<file path="src/rtl/dtg_pkg.sv">
package dtg_pkg;
    localparam int HACT_W  = 13;
    localparam int HFP_W   = 12;
    localparam int HSW_W   = 10;
    localparam int HBP_W   = 10;
    localparam int VACT_W  = 13;
    localparam int VFP_W   = 12;
    localparam int VSW_W   = 8;
    localparam int VBP_W   = 8;
    localparam int CNT_W   = 15;
    localparam int DEPTH_W = 24;
    localparam int ADDR_W  = 4;
    localparam int DATA_W  = 32;
    localparam int CFG_BIT = 16;

    localparam logic [ADDR_W-1:0] A_CTRL   = 4'd0;
    localparam logic [ADDR_W-1:0] A_STATUS = 4'd1;
    localparam logic [ADDR_W-1:0] A_COMMIT = 4'd2;
    localparam logic [ADDR_W-1:0] A_MASK   = 4'd3;
    localparam logic [ADDR_W-1:0] A_IRQ    = 4'd4;
    localparam logic [ADDR_W-1:0] A_SYNC   = 4'd5;
    localparam logic [ADDR_W-1:0] A_HINT   = 4'd6;
    localparam logic [ADDR_W-1:0] A_VINT   = 4'd7;
    localparam logic [ADDR_W-1:0] A_ACTIVE = 4'd8;
    localparam logic [ADDR_W-1:0] A_DEPTH  = 4'd9;

    typedef struct packed {
        logic [HACT_W-1:0] h_act;
        logic [HFP_W-1:0]  h_fp;
        logic [HSW_W-1:0]  h_sw;
        logic [HBP_W-1:0]  h_bp;
        logic [VACT_W-1:0] v_act;
        logic [VFP_W-1:0]  v_fp;
        logic [VSW_W-1:0]  v_sw;
        logic [VBP_W-1:0]  v_bp;
    } timing_t;
endpackage

</file>
<file path="src/rtl/dtg_axis.sv">
module dtg_axis #(
    parameter int CNT_W = 15,
    parameter int ACT_W = 13,
    parameter int FP_W  = 12,
    parameter int SW_W  = 10,
    parameter int BP_W  = 10
) (
    input  logic             clk_i,
    input  logic             rst_ni,
    input  logic             step_i,
    input  logic [ACT_W-1:0] act_i,
    input  logic [FP_W-1:0]  fp_i,
    input  logic [SW_W-1:0]  sw_i,
    input  logic [BP_W-1:0]  bp_i,
    output logic [CNT_W-1:0] cnt_o,
    output logic             wrap_o,
    output logic             active_o,
    output logic             sync_o
);
    typedef struct packed {
        logic [CNT_W-1:0] cnt;
    } axis_t;

    axis_t s_d, s_q;
    logic [CNT_W-1:0] act_end, sync_lo, sync_hi, last;

    always_comb begin
        act_end  = CNT_W'(act_i);
        sync_lo  = act_end + CNT_W'(fp_i);
        sync_hi  = sync_lo + CNT_W'(sw_i);
        last     = sync_hi + CNT_W'(bp_i) - 1'b1;
        wrap_o   = step_i && (s_q.cnt >= last);
        active_o = s_q.cnt < act_end;
        sync_o   = (s_q.cnt >= sync_lo) && (s_q.cnt < sync_hi);
        s_d = s_q;
        if (step_i) begin
            s_d.cnt = wrap_o ? '0 : s_q.cnt + 1'b1;
        end
    end

    always_ff @(posedge clk_i or negedge rst_ni) begin
        if (!rst_ni) s_q <= '0;
        else         s_q <= s_d;
    end

    assign cnt_o = s_q.cnt;


    step_inc_chk: assert property (@(posedge clk_i) disable iff (!rst_ni)
        (step_i && !wrap_o) |=> (s_q.cnt == $past(s_q.cnt) + 1'b1));

    wrap_zero_chk: assert property (@(posedge clk_i) disable iff (!rst_ni)
        wrap_o |=> (s_q.cnt == '0));

    idle_hold_chk: assert property (@(posedge clk_i) disable iff (!rst_ni)
        !step_i |=> $stable(s_q.cnt));
endmodule

</file>
<file path="src/rtl/dtg_regs.sv">
module dtg_regs
    import dtg_pkg::*;
#(
    parameter timing_t RST_TIMING = '0
) (
    input  logic              clk_i,
    input  logic              rst_ni,
    input  logic              reg_we_i,
    input  logic [ADDR_W-1:0] reg_addr_i,
    input  logic [DATA_W-1:0] reg_wdata_i,
    output logic [DATA_W-1:0] reg_rdata_o,
    input  logic              frame_start_i,
    output timing_t           work_o,
    output logic              irq_o
);
    localparam logic [DEPTH_W-1:0] DEPTH_RST = 24'h080808;

    typedef struct packed {
        logic                req;
        logic                ack;
        logic                commit;
        logic                mask;
        logic                pend;
        logic [DEPTH_W-1:0]  depth;
        timing_t             shadow;
        timing_t             work;
    } regs_t;

    regs_t s_d, s_q;
    logic  commit_wr;
    logic  unused_wdata;

    assign commit_wr    = reg_we_i && (reg_addr_i == A_COMMIT) && reg_wdata_i[0];
    assign unused_wdata = ^reg_wdata_i[31:29];

    always_comb begin
        s_d = s_q;
        if (reg_we_i && (reg_addr_i == A_IRQ) && reg_wdata_i[0]) s_d.pend = 1'b0;
        if (frame_start_i) begin
            s_d.ack  = s_q.req;
            s_d.pend = 1'b1;
            if (s_q.commit) begin
                s_d.work   = s_q.shadow;
                s_d.commit = 1'b0;
            end
        end
        if (commit_wr) s_d.commit = 1'b1;
        if (reg_we_i) begin
            case (reg_addr_i)
                A_CTRL: s_d.req  = reg_wdata_i[CFG_BIT];
                A_MASK: s_d.mask = reg_wdata_i[0];
                default: ;
            endcase
            if (s_q.ack) begin
                case (reg_addr_i)
                    A_SYNC: begin
                        s_d.shadow.h_sw = reg_wdata_i[HSW_W-1:0];
                        s_d.shadow.v_sw = reg_wdata_i[16 +: VSW_W];
                    end
                    A_HINT: begin
                        s_d.shadow.h_fp = reg_wdata_i[HFP_W-1:0];
                        s_d.shadow.h_bp = reg_wdata_i[16 +: HBP_W];
                    end
                    A_VINT: begin
                        s_d.shadow.v_fp = reg_wdata_i[VFP_W-1:0];
                        s_d.shadow.v_bp = reg_wdata_i[16 +: VBP_W];
                    end
                    A_ACTIVE: begin
                        s_d.shadow.h_act = reg_wdata_i[HACT_W-1:0];
                        s_d.shadow.v_act = reg_wdata_i[16 +: VACT_W];
                    end
                    A_DEPTH: s_d.depth = reg_wdata_i[DEPTH_W-1:0];
                    default: ;
                endcase
            end
        end
    end

    always_ff @(posedge clk_i or negedge rst_ni) begin
        if (!rst_ni) begin
            s_q        <= '0;
            s_q.depth  <= DEPTH_RST;
            s_q.shadow <= RST_TIMING;
            s_q.work   <= RST_TIMING;
        end else begin
            s_q <= s_d;
        end
    end

    always_comb begin
        reg_rdata_o = '0;
        case (reg_addr_i)
            A_CTRL:   reg_rdata_o[CFG_BIT] = s_q.req;
            A_STATUS: reg_rdata_o[CFG_BIT] = s_q.ack;
            A_COMMIT: reg_rdata_o[0] = s_q.commit;
            A_MASK:   reg_rdata_o[0] = s_q.mask;
            A_IRQ:    reg_rdata_o[0] = s_q.pend;
            A_SYNC: begin
                reg_rdata_o[HSW_W-1:0]   = s_q.shadow.h_sw;
                reg_rdata_o[16 +: VSW_W] = s_q.shadow.v_sw;
            end
            A_HINT: begin
                reg_rdata_o[HFP_W-1:0]   = s_q.shadow.h_fp;
                reg_rdata_o[16 +: HBP_W] = s_q.shadow.h_bp;
            end
            A_VINT: begin
                reg_rdata_o[VFP_W-1:0]   = s_q.shadow.v_fp;
                reg_rdata_o[16 +: VBP_W] = s_q.shadow.v_bp;
            end
            A_ACTIVE: begin
                reg_rdata_o[HACT_W-1:0]   = s_q.shadow.h_act;
                reg_rdata_o[16 +: VACT_W] = s_q.shadow.v_act;
            end
            A_DEPTH:  reg_rdata_o[DEPTH_W-1:0] = s_q.depth;
            default: ;
        endcase
    end

    assign work_o = s_q.work;
    assign irq_o  = s_q.pend & s_q.mask;


    ack_frame_chk: assert property (@(posedge clk_i) disable iff (!rst_ni)
        !frame_start_i |=> $stable(s_q.ack));

    shadow_guard_chk: assert property (@(posedge clk_i) disable iff (!rst_ni)
        (reg_we_i && !s_q.ack) |=> ($stable(s_q.shadow) && $stable(s_q.depth)));

    commit_load_chk: assert property (@(posedge clk_i) disable iff (!rst_ni)
        (frame_start_i && s_q.commit && !commit_wr) |=>
            (!s_q.commit && (s_q.work == $past(s_q.shadow))));

    work_hold_chk: assert property (@(posedge clk_i) disable iff (!rst_ni)
        !frame_start_i |=> $stable(s_q.work));

    irq_set_chk: assert property (@(posedge clk_i) disable iff (!rst_ni)
        frame_start_i |=> s_q.pend);
endmodule

</file>
<file path="src/rtl/disp_timing_gen.sv">
module disp_timing_gen
    import dtg_pkg::*;
#(
    parameter int DEF_H_ACT = 8,
    parameter int DEF_H_FP  = 2,
    parameter int DEF_H_SW  = 3,
    parameter int DEF_H_BP  = 1,
    parameter int DEF_V_ACT = 4,
    parameter int DEF_V_FP  = 1,
    parameter int DEF_V_SW  = 2,
    parameter int DEF_V_BP  = 1
) (
    input  logic              clk_i,
    input  logic              rst_ni,
    input  logic              reg_we_i,
    input  logic [ADDR_W-1:0] reg_addr_i,
    input  logic [DATA_W-1:0] reg_wdata_i,
    output logic [DATA_W-1:0] reg_rdata_o,
    output logic              irq_o,
    output logic              hsync_o,
    output logic              vsync_o,
    output logic              de_o,
    output logic [CNT_W-1:0]  pix_x_o,
    output logic [CNT_W-1:0]  pix_y_o
);
    localparam timing_t RST_T = '{
        h_act: HACT_W'(DEF_H_ACT), h_fp: HFP_W'(DEF_H_FP),
        h_sw:  HSW_W'(DEF_H_SW),   h_bp: HBP_W'(DEF_H_BP),
        v_act: VACT_W'(DEF_V_ACT), v_fp: VFP_W'(DEF_V_FP),
        v_sw:  VSW_W'(DEF_V_SW),   v_bp: VBP_W'(DEF_V_BP)
    };

    timing_t work;
    logic    frame_start;
    logic    h_wrap, h_act, v_act, v_wrap_unused;

    dtg_regs #(.RST_TIMING(RST_T)) u_regs (
        .clk_i         (clk_i),
        .rst_ni        (rst_ni),
        .reg_we_i      (reg_we_i),
        .reg_addr_i    (reg_addr_i),
        .reg_wdata_i   (reg_wdata_i),
        .reg_rdata_o   (reg_rdata_o),
        .frame_start_i (frame_start),
        .work_o        (work),
        .irq_o         (irq_o)
    );

    dtg_axis #(.CNT_W(CNT_W), .ACT_W(HACT_W), .FP_W(HFP_W), .SW_W(HSW_W), .BP_W(HBP_W)) u_hax (
        .clk_i    (clk_i),
        .rst_ni   (rst_ni),
        .step_i   (1'b1),
        .act_i    (work.h_act),
        .fp_i     (work.h_fp),
        .sw_i     (work.h_sw),
        .bp_i     (work.h_bp),
        .cnt_o    (pix_x_o),
        .wrap_o   (h_wrap),
        .active_o (h_act),
        .sync_o   (hsync_o)
    );

    dtg_axis #(.CNT_W(CNT_W), .ACT_W(VACT_W), .FP_W(VFP_W), .SW_W(VSW_W), .BP_W(VBP_W)) u_vax (
        .clk_i    (clk_i),
        .rst_ni   (rst_ni),
        .step_i   (h_wrap),
        .act_i    (work.v_act),
        .fp_i     (work.v_fp),
        .sw_i     (work.v_sw),
        .bp_i     (work.v_bp),
        .cnt_o    (pix_y_o),
        .wrap_o   (v_wrap_unused),
        .active_o (v_act),
        .sync_o   (vsync_o)
    );

    assign frame_start = (pix_x_o == '0) && (pix_y_o == '0);
    assign de_o        = h_act && v_act;
endmodule

</file>
<file path="config.mk">
export PLATFORM = sky130hd
export DESIGN_NAME = disp_timing_gen
export DESIGN_NICKNAME = d
export VERILOG_FILES = /design/src/rtl/dtg_pkg.sv /design/src/rtl/dtg_axis.sv /design/src/rtl/dtg_regs.sv /design/src/rtl/disp_timing_gen.sv
export SDC_FILE = /design/constraint.sdc
export NUM_CORES = 1
export LEC_CHECK = 0
export ABC_CLOCK_PERIOD_IN_PS = 6700
export BUFFER_PORTS_ARGS = -buffer_cell sky130_fd_sc_hd__buf_4
export CORE_MARGIN = 3
export CORE_UTILIZATION = 60
export DETAILED_ROUTE_END_ITERATION = 10
export PLACE_DENSITY = 0.86
export SYNTH_ARGS = -nofsm -noshare
export SYNTH_HDL_FRONTEND = slang
export SYNTH_SLANG_ARGS = --single-unit
</file>
<file path="constraint.sdc">
create_clock -name clk_i -period 6.7 [get_ports clk_i]
set_clock_uncertainty 0.15 [all_clocks]
set_input_delay 1.34 -clock clk_i [delete_from_list [all_inputs] [get_ports clk_i]]
set_output_delay 1.34 -clock clk_i [all_outputs]
set_load 0.01 [all_outputs]
</file>
==> results.sh <==
export IMPL_antenna_cells=0
export IMPL_ctsHoldBuffers=0
export IMPL_crit_reg2reg_launch="u_regs.work_o[73]$_DFFE_PN0P_"
export IMPL_fp_row_count=58
export IMPL_drt_iter0_drc=1101
export IMPL_r2r_slack_ps=370
export IMPL_max_vdd_ir_drop_mv=0.198
export IMPL_grtUsageTotal_pct=29.0
export IMPL_holdCritStartpoint="u_regs.work_o[2]$_DFFE_PN0P_"
export IMPL_fin_util_pct=70.0
export IMPL_r2r_end="u_vax.cnt_o[14]$_DFFE_PN0N_"
export IMPL_yosys_area_share_simple_pct=9.06
export IMPL_post_place_ws_ps=41.3
export IMPL_setup_violations=0
export IMPL_die_h_microns=168
export IMPL_layout_commonest_cell="dfrtp_1"
export IMPL_hold_path_class="flip-flop to flip-flop"
export IMPL_grt_setup_unrepaired="true"
export IMPL_whs_endpoint="u_regs.work_o[2]$_DFFE_PN0P_"
export IMPL_fp_dieW_microns=168
export IMPL_post_dp_hpwl_microns=30300
export IMPL_clock_sinks=231
export IMPL_met3_usage_pct=4.06
export IMPL_synthAdderAreaFrac_pct=16.5
export IMPL_area_delta_synth_final_pct=13.6
export IMPL_antenna_found_initial=1
export IMPL_seq_area_frac_synth_pct=37.0
export IMPL_vias=12300
export IMPL_grt_first_pass_wirelength_microns=66300
export IMPL_period_minus_slack_ps=6550
export IMPL_postSynthCellCount=1477
export IMPL_tightest_slew_ps=1160
export IMPL_initial_utilization_pct=61.6
export IMPL_cp_common_cell="ha_4"
export IMPL_core_area_sq_um=25500
export IMPL_synthTopCellsByArea="dfrtp_1 (33%), ha_1 (16%), mux2_2 (14%), dfstp_2 (3.5%), inv_1 (2.9%)"
export IMPL_cts_tree="built"
export IMPL_fin_ws_ps=152
export IMPL_end_kind="primary output"
export IMPL_cts_inserted_buffers=25
export IMPL_grt_ovfl_total=0
export IMPL_ff2ff_path_depth=29
export IMPL_cp_num_buf_inv=1
export IMPL_fin_nets=1829
export IMPL_slew_violations=0
export IMPL_place_gp_congestion=0.919
export IMPL_stdcell_count=1934
export IMPL_synth_top_family_by_area="adder cells"
export IMPL_io_pins=105
export IMPL_synth_compound_area_share_pct=13.8
export IMPL_synth_top_flop_cell="dfrtp_1"
export IMPL_drt_pass1_iter_count=6
export IMPL_total_power_w=0.00286
export IMPL_yosysWarnings=0
export IMPL_use_met2_pct=48.5
export IMPL_yosys_mux_area_fraction_pct=14.5
export IMPL_cp_cell_sequence="ha_4 > fa_2 > a211oi_2 > nor2_1 > o21a_1 > nor2_2 > xnor2_2 > ha_4 > or3_1 > nor3_2 > o41ai_2 > a21o_1 > nor3b_4 > xor2_2 > ha_4 > a21oi_1 > a21boi_1 > o21ai_1 > o311ai_1 > o21ai_1 > o311a_1 > buf_4"
export IMPL_via_per_inst=6.38
export IMPL_synth_edff_count=0
export IMPL_grtUsageMet1_pct=38.1
export IMPL_ys_async_sr_fraction_pct=100
export IMPL_synthXorXnorAreaFrac_pct=4.80
export IMPL_arrival_ps=5060
export IMPL_grt_max_degree=133
export IMPL_io_buffers=98
export IMPL_synth_seq_cells=231
export IMPL_setup_worst_path_start_class="flip-flop"
export IMPL_grt_busiest_layer="met2"
export IMPL_critPathKind="flip-flop to primary output"
export IMPL_syn_area_sq_um=15700
export IMPL_crit_path_top_delay_cell="dfrtp_1"
export IMPL_max_freq_mhz=153
export IMPL_cts_clk_slew_worst_paths_ps=60
export IMPL_slew_headroom_pct=22.4
export IMPL_whs_path_depth=1
export IMPL_crit_family="compound AO/OA/AOI/OAI gates"
export IMPL_clk_path_buf_depth=3
export IMPL_cap_violations=0
export IMPL_post_drt_wl_per_cell_microns=21.6
export IMPL_status="finished clean"
export IMPL_dp_cells=1877
export IMPL_die_area_sq_um=28100
export IMPL_crit_fanout=3
export IMPL_wirelength_microns=41900
export IMPL_h_tree_depth=1
export IMPL_grt_pass1_vias=12600
export IMPL_insertion_delay_ps=540
export IMPL_tns_ps=0
export IMPL_finalCritPeriodShare_pct=97.7
export IMPL_drc=0
export IMPL_cp_data_required_time_ps=5210
export IMPL_hold_viol=0
export IMPL_ant_nets=0
export IMPL_drive_above_1_share_pct=26.7
export IMPL_critPathMaxStageDelay_ps=430
export IMPL_root_buffer="clkbuf_16"
export IMPL_p_leak_nw=9.13
export IMPL_yosys_area_top_type="dfrtp_1"
export IMPL_power_density_nw_per_um2=161
export IMPL_ys_types=71
export IMPL_syn_avg_cell_area_sq_um=10.6
export IMPL_netlist_area_leader_share_pct=33.5
export IMPL_final_cell_mix="dfrtp_1 (210), mux2_2 (200), ha_1 (195)"
-- through the flow --
step	hold WS, ps	cell area (sq um)
2_1_floorplan	314	15700
3_3_place_gp	330	16800
3_5_place_dp	343	16800
4_1_cts	362	17600
5_1_grt	368	17800
6_report	359	17800
-- cells in the mapped netlist, drive strengths merged, types with 18 or more instances --
library cell,count
a222oi,20
nand3,26
mux2,200
buf,26
nor2b,24
nor2,66
and3,24
inv,123
o21ai,59
dfrtp,210
nand2,51
clkbuf,18
dfstp,21
xnor2,50
ha,198
a22o,18
a21oi,66
a21o,39
xor2,36
-- cell type report --
cell class	count	area [sq um]
clock buffers	35	713
repair buffers	123	943
flip-flops and latches	231	5810
well taps	330	413
fillers	1727	7650
inverters	123	462
multi-input cells	1082	9400
clock inverters	10	82.6
-- routing by layer --
metal / routed length (microns) / vias to the layer above
li1: - / 5598
met1: 17000 / 6081
met2: 19900 / 518
met3: 3050 / 144
met4: 1830 / 2
met5: 15 / -
-- timing repair --
item,in CTS,in global routing
endpoints found under the setup margin,7,32
buffers inserted,2,10
pin swaps,1,17
gates resized for setup,5,28
-- sequential cells by signal, indices dropped and copies added, names as in the netlist --
| register | cells |
|---|---|
| u_regs.s_q | 115 |
| u_regs.work_o | 86 |
| u_hax.cnt_o | 15 |
| u_vax.cnt_o | 15 |
-- how the worst max path moves through the flow --
| stage | from | end | slack, ps | cells past startpoint |
|---|---|---|---|---|
| 2_1_floorplan | u_regs.work_o[61]$_DFFE_PN0P_ | u_vax.cnt_o[10]$_DFFE_PN0N_ | 620 | 29 |
| 3_3_place_gp | u_regs.work_o[73]$_DFFE_PN0P_ | u_vax.cnt_o[14]$_DFFE_PN0N_ | 140 | 28 |
| 3_5_place_dp | u_regs.work_o[73]$_DFFE_PN0P_ | u_vax.cnt_o[14]$_DFFE_PN0N_ | 40 | 28 |
| 4_1_cts | u_regs.work_o[73]$_DFFE_PN0P_ | hsync_o | 8 | 22 |
| 5_1_grt | u_regs.work_o[75]$_DFFE_PN0P_ | hsync_o | -40 | 20 |
| 6_report | u_regs.work_o[73]$_DFFE_PN0P_ | hsync_o | 150 | 22 |
-- cell families (layout without fill, tap and decap cells) --
| kind of cell | count (synthesis) | count (layout) |
|---|---|---|
| AND/OR/NAND/NOR | 275 | 275 |
| multiplexers | 201 | 201 |
| buffers and inverters | 167 | 291 |
| AO/OA/AOI/OAI | 311 | 311 |
| other | 2 | 5 |
| adder cells (fa/ha/maj) | 204 | 204 |
| XOR/XNOR | 86 | 86 |
| flip-flops | 231 | 231 |
-- where the power goes --
part | switching [W] | total [W] | internal, W | leakage [nW]
sequential | 0.0000143 | 0.00143 | 0.00141 | 3.12
combinational | 0.0000643 | 0.000102 | 0.0000373 | 5.61
clock | 0.000582 | 0.00134 | 0.000753 | 0.394
No activity file was read; power rests on OpenSTA's default activity.
